File: src/rtl/bitmat_pkg.sv
package bitmat_pkg;

    typedef enum logic {
        RD_ROW  = 1'b0,
        RD_DIAG = 1'b1
    } rd_mode_e;

    typedef enum logic {
        WR_ROW   = 1'b0,
        WR_SHIFT = 1'b1
    } wr_op_e;

endpackage

File: src/rtl/bitmat_column.sv
module bitmat_column
    import bitmat_pkg::*;
#(
    parameter int DEPTH = 16,
    localparam int AW   = $clog2(DEPTH)
) (
    input  logic          clk,
    input  logic          wr_en,
    input  wr_op_e        wr_op,
    input  logic [AW-1:0] wr_addr,
    input  logic          wr_bit,
    input  logic [AW-1:0] rd_addr,
    output logic          rd_bit
);

    // Entry k of this column is bit k of the vector.
    logic [DEPTH-1:0] cells;

    always_ff @(posedge clk) begin
        if (wr_en) begin
            unique case (wr_op)
                WR_ROW:   cells[wr_addr] <= wr_bit;
                WR_SHIFT: cells <= {cells[DEPTH-2:0], wr_bit};
                default:  cells <= cells;
            endcase
        end
    end

    // Combinational read, like a small distributed memory.
    assign rd_bit = cells[rd_addr];

endmodule

File: src/rtl/bitmat_rowsel.sv
module bitmat_rowsel
    import bitmat_pkg::*;
#(
    parameter int N   = 16,
    localparam int AW = $clog2(N),
    localparam int SW = AW + 1
) (
    input  rd_mode_e              rd_mode,
    input  logic [AW-1:0]         rd_addr,
    output logic [N-1:0][AW-1:0]  col_addr
);

    for (genvar c = 0; c < N; c++) begin : g_idx
        logic [SW-1:0] sum;
        logic [AW-1:0] wrapped;

        assign sum     = {1'b0, rd_addr} + SW'(c);
        assign wrapped = (sum >= SW'(N)) ? AW'(sum - SW'(N)) : AW'(sum);

        always_comb begin
            unique case (rd_mode)
                RD_ROW:  col_addr[c] = rd_addr;
                RD_DIAG: col_addr[c] = wrapped;
                default: col_addr[c] = rd_addr;
            endcase
        end
    end

endmodule

File: src/rtl/bitmat_outreg.sv
module bitmat_outreg #(
    parameter int W   = 16,
    parameter bit REG = 1'b1
) (
    input  logic         clk,
    input  logic         rst_n,
    input  logic [W-1:0] d,
    output logic [W-1:0] q
);

    if (REG) begin : g_reg
        always_ff @(posedge clk or negedge rst_n) begin
            if (!rst_n) begin
                q <= '0;
            end else begin
                q <= d;
            end
        end
    end else begin : g_pass
        assign q = d;
    end

endmodule

File: src/rtl/bitmat_reader.sv
module bitmat_reader
    import bitmat_pkg::*;
#(
    parameter int N       = 16,
    parameter bit OUT_REG = 1'b1
) (
    input  logic                 clk,
    input  logic                 rst_n,
    input  logic                 wr_en,
    input  logic                 wr_op,
    input  logic [$clog2(N)-1:0] wr_row,
    input  logic [N-1:0]         wr_data,
    input  logic                 rd_mode,
    input  logic [$clog2(N)-1:0] rd_addr,
    output logic [N-1:0]         rd_data
);

    localparam int AW = $clog2(N);

    logic [N-1:0][AW-1:0] col_addr;
    logic [N-1:0]         col_bits;

    bitmat_rowsel #(.N(N)) u_sel (
        .rd_mode (rd_mode_e'(rd_mode)),
        .rd_addr (rd_addr),
        .col_addr(col_addr)
    );

    for (genvar c = 0; c < N; c++) begin : g_col
        bitmat_column #(.DEPTH(N)) u_col (
            .clk    (clk),
            .wr_en  (wr_en),
            .wr_op  (wr_op_e'(wr_op)),
            .wr_addr(wr_row),
            .wr_bit (wr_data[c]),
            .rd_addr(col_addr[c]),
            .rd_bit (col_bits[c])
        );
    end

    bitmat_outreg #(.W(N), .REG(OUT_REG)) u_out (
        .clk  (clk),
        .rst_n(rst_n),
        .d    (col_bits),
        .q    (rd_data)
    );

endmodule

File: config.mk
export PLATFORM = sky130hd
export DESIGN_NAME = bitmat_reader
export DESIGN_NICKNAME = d
export VERILOG_FILES = /design/src/rtl/bitmat_pkg.sv /design/src/rtl/bitmat_column.sv /design/src/rtl/bitmat_rowsel.sv /design/src/rtl/bitmat_outreg.sv /design/src/rtl/bitmat_reader.sv
export SDC_FILE = /design/constraint.sdc
export NUM_CORES = 1
export LEC_CHECK = 0
export ABC_AREA = 1
export CAP_MARGIN = 20
export CORE_MARGIN = 3
export CORE_UTILIZATION = 55
export CTS_CLUSTER_DIAMETER = 200
export DETAILED_ROUTE_END_ITERATION = 8
export DONT_BUFFER_PORTS = 1
export GPL_TIMING_DRIVEN = 0
export PLACE_DENSITY = 0.73
export SLEW_MARGIN = 20
export SYNTH_ARGS = -nofsm -noshare
export SYNTH_HDL_FRONTEND = slang
export SYNTH_HIERARCHICAL = 1
export SYNTH_SLANG_ARGS = --single-unit
File: constraint.sdc
create_clock -name clk -period 1.75 [get_ports clk]
set_input_delay 0.35 -clock clk [delete_from_list [all_inputs] [get_ports clk]]
set_output_delay 0.35 -clock clk [all_outputs]
set_load 0.03 [all_outputs]
==> impl_metrics.toml <==
[clock_tree]
htree_levels = 1
clk_latency_ns = 0.56
cts.reportedPaths.clkPinSlew_ns = 0.06
cts_sinks = 272
cts_buffer_depth = 3
cts_buffers = 31
cts_tree = "yes"
cts_root_buf = "clkbuf_16"

[floorplanning]
io_pins = 45
fp.dieW_um = 186
core_um2 = 31600
die_area_um2 = 34400
initial_utilization = 0.560
die_height_um = 186
rows = 65

[drt]
drt_iter0_drc = 2128
ant_nets = 0
detail_route.wl_per_cell_um = 16.9
routed_via_density = 5.84
vias = 16500
drt_pass1_iterations = 6
drc = 0
routed_wl_mm = 47.7

[timing]
fin_tns_setup_ns = 0
timing.final.setup_violations = 0
min_period_ns = 1.60
hold_violations = 0
final-max-slew-violation-count = 0
worst_pin_slew_ns = 0.965
skew_ns = 0.00781
rsz0062_at_grt = "no"
period_share = 0.912
slew_headroom = 0.350
finalWorstSetupSlack_ns = 0.155
fmax_ghz = 0.627

[finish]
nets = 2436
multi_input_area_um2 = 7040
n_antenna_cell = 0
final_cell_mix = "nand2_1, inv_1, a21oi_1, edfxtp_1"
fin_util = 0.609
seq_area_um2 = 8090
area_growth_pct = 8.60
fillers = 2851
final_common_cell = "nand2_1"
drive_gt1_frac = 0.0965
final_area_um2 = 19300
final_cells = 2826

[logic_synthesis]
seq_area_frac_synth = 0.456
ys_warn_count = 6
syn_area_per_cell_um2 = 7.50
synth-seq-cells = 272
synthesis.nets = 2401
syn-cell-area_um2 = 17700
synth_cells = 2365
yosys.cell_types.count = 20

[place]
post_dp_cell_area_um2 = 18200
io_buffers = 0
place.gp.congestion = 0.944
hpwl_mm = 31.6
placed_cells = 2767
pre_cts_ws_ns = -0.480

[setup_path]
max_stage_delay_ns = 0.77
timing.critical_path.cells = "inv_1 -> ha_1 -> o21ai_0 -> buf_4 -> inv_1 -> nand3_1 -> nand3_1 -> nand2_1"
cpLargestDelayFamily = "compound AO/OA/AOI/OAI gates"
critPathRequiredTime_ns = 2.24
crit_fanout = 9
worstSetupPathType = "in -> reg"
crit_start = "rd_addr[1]"
cp-end-kind = "flop"
arrival_ns = 2.09
cp_num_buf_inv = 3
cp_slowest_cell = "o21ai_0"
start_kind = "input pin"
timing.rr.start = "g_col[12].u_col/cells[3]$_DFFE_PP_"

[global_routing]
grt-ovfl-total = 0
grt_pass1_wl_mm = 76.9
grt_use_total = 0.272
antenna_found_initial = 0
grt_pass1_vias = 15600
grt_max_degree = 65

[pwr]
p_seq_frac = 0.465
netSwitchingPower_mw = 4.61
internal_power_mw = 12.2
p_clk_frac = 0.372
power_frac_comb = 0.163
power_density_nw_per_um2 = 873
irDropWorstVdd_uv = 750
swShare = 0.274
p_leak_nw = 8.66

[status]
status = "completed"

[job]
maxCapViolCount = 0

[min_path]
hold_path.class = "in -> reg"
min-delay-start = "wr_data[4]"
## power groups by stage
stage               registers [mW]  logic [mW]  clock network, mW
floorplan                     7.91        2.06                  0
global placement              7.94        2.59                  0
detailed placement            7.95        2.64                  0
CTS                           7.82        2.68               6.37
global route                  7.85        3.04               6.65
finish                        7.81        2.73               6.26
## layer usage
metal  share of wire  track usage
met5               0            0
met4           0.026       0.0727
met3           0.095       0.0360
met2            0.46        0.448
met1            0.42        0.383
## cell families after synthesis
family / synth area share
AO/OA/AOI/OAI: 0.166
adder cells (fa/ha/maj): 0.00494
AND/OR/NAND/NOR: 0.224
flip-flops: 0.456
XOR/XNOR: 0.000494
buffers and inverters: 0.148
## Yosys cell counts
library cell,number,share of area
a31oi_1,2,0.00071
o21ai_2,1,0.00049
o22ai_1,240,0.085
buf_2,82,0.023
o21ai_0,4,0.0011
a21oi_1,256,0.072
nand2_2,16,0.0056
buf_6,16,0.010
nand2_1,613,0.13
xor2_1,1,0.00049
a21boi_0,16,0.0068
edfxtp_1,256,0.43
dfrtp_1,16,0.023
inv_1,423,0.090
nor2_1,99,0.021
inv_2,34,0.0072
nor2b_1,1,0.00035
ha_1,7,0.0049
buf_4,42,0.018
nand3_1,240,0.068
## worst reg2reg max path: cells and delay by family (launching register included)
family,cells,cell delay (ns)
AND/OR/NAND/NOR,5,0.41
flip-flops,1,0.38
buffers and inverters,1,0.13
## cell type report
| cell class | instances | share of cell area |
|---|---|---|
| multi-input combinational | 1496 | 0.366 |
| sequential | 272 | 0.420 |
| inverter | 457 | 0.0891 |
| clock inverter | 12 | 0.00546 |
| timing repair buffer | 2 | 0.00156 |
| tap | 402 | 0.0261 |
| clock buffer | 45 | 0.0451 |
| buffer | 140 | 0.0470 |
## flip-flops by register name, indices dropped and copies added (netlist names)
| name | count |
|---|---|
| g_col.u_col/cells | 256 |
| u_out/q | 16 |
## path summary, 6_finish.rpt
check                                                     endpoint  slack (ns)  depth (start not counted)
worst max-delay path                         u_out/q[14]$_DFF_PN0_        0.15                          8
worst min-delay path             g_col[4].u_col/cells[0]$_DFFE_PP_        0.06                          1
worst max register to register               u_out/q[12]$_DFF_PN0_        0.70                          6
worst min register to register  g_col[2].u_col/cells[13]$_DFFE_PP_        0.62                          2
max in group asynchronous                     u_out/q[0]$_DFF_PN0_        1.31                          2
min in group asynchronous                    u_out/q[15]$_DFF_PN0_        0.27                          2
## per-stage QoR
stage / power (mW) / hold slack, ns
6_report: 16.8 / 0.0563
5_1_grt: 17.5 / 0.0386
4_1_cts: 16.9 / 0.0357
3_5_place_dp: 10.6 / 0.0554
3_3_place_gp: 10.5 / 0.0554
2_1_floorplan: 9.97 / 0.0544
## timing repair
action / 4_1_cts / 5_1_grt
endpoints found under the setup margin: 0 / 6
hold buffers: 2 / 0
resized for setup: 0 / 3
hold endpoints to repair: 16 / 0
setup buffers: 0 / 0
Power figures use the tool's default switching activity.
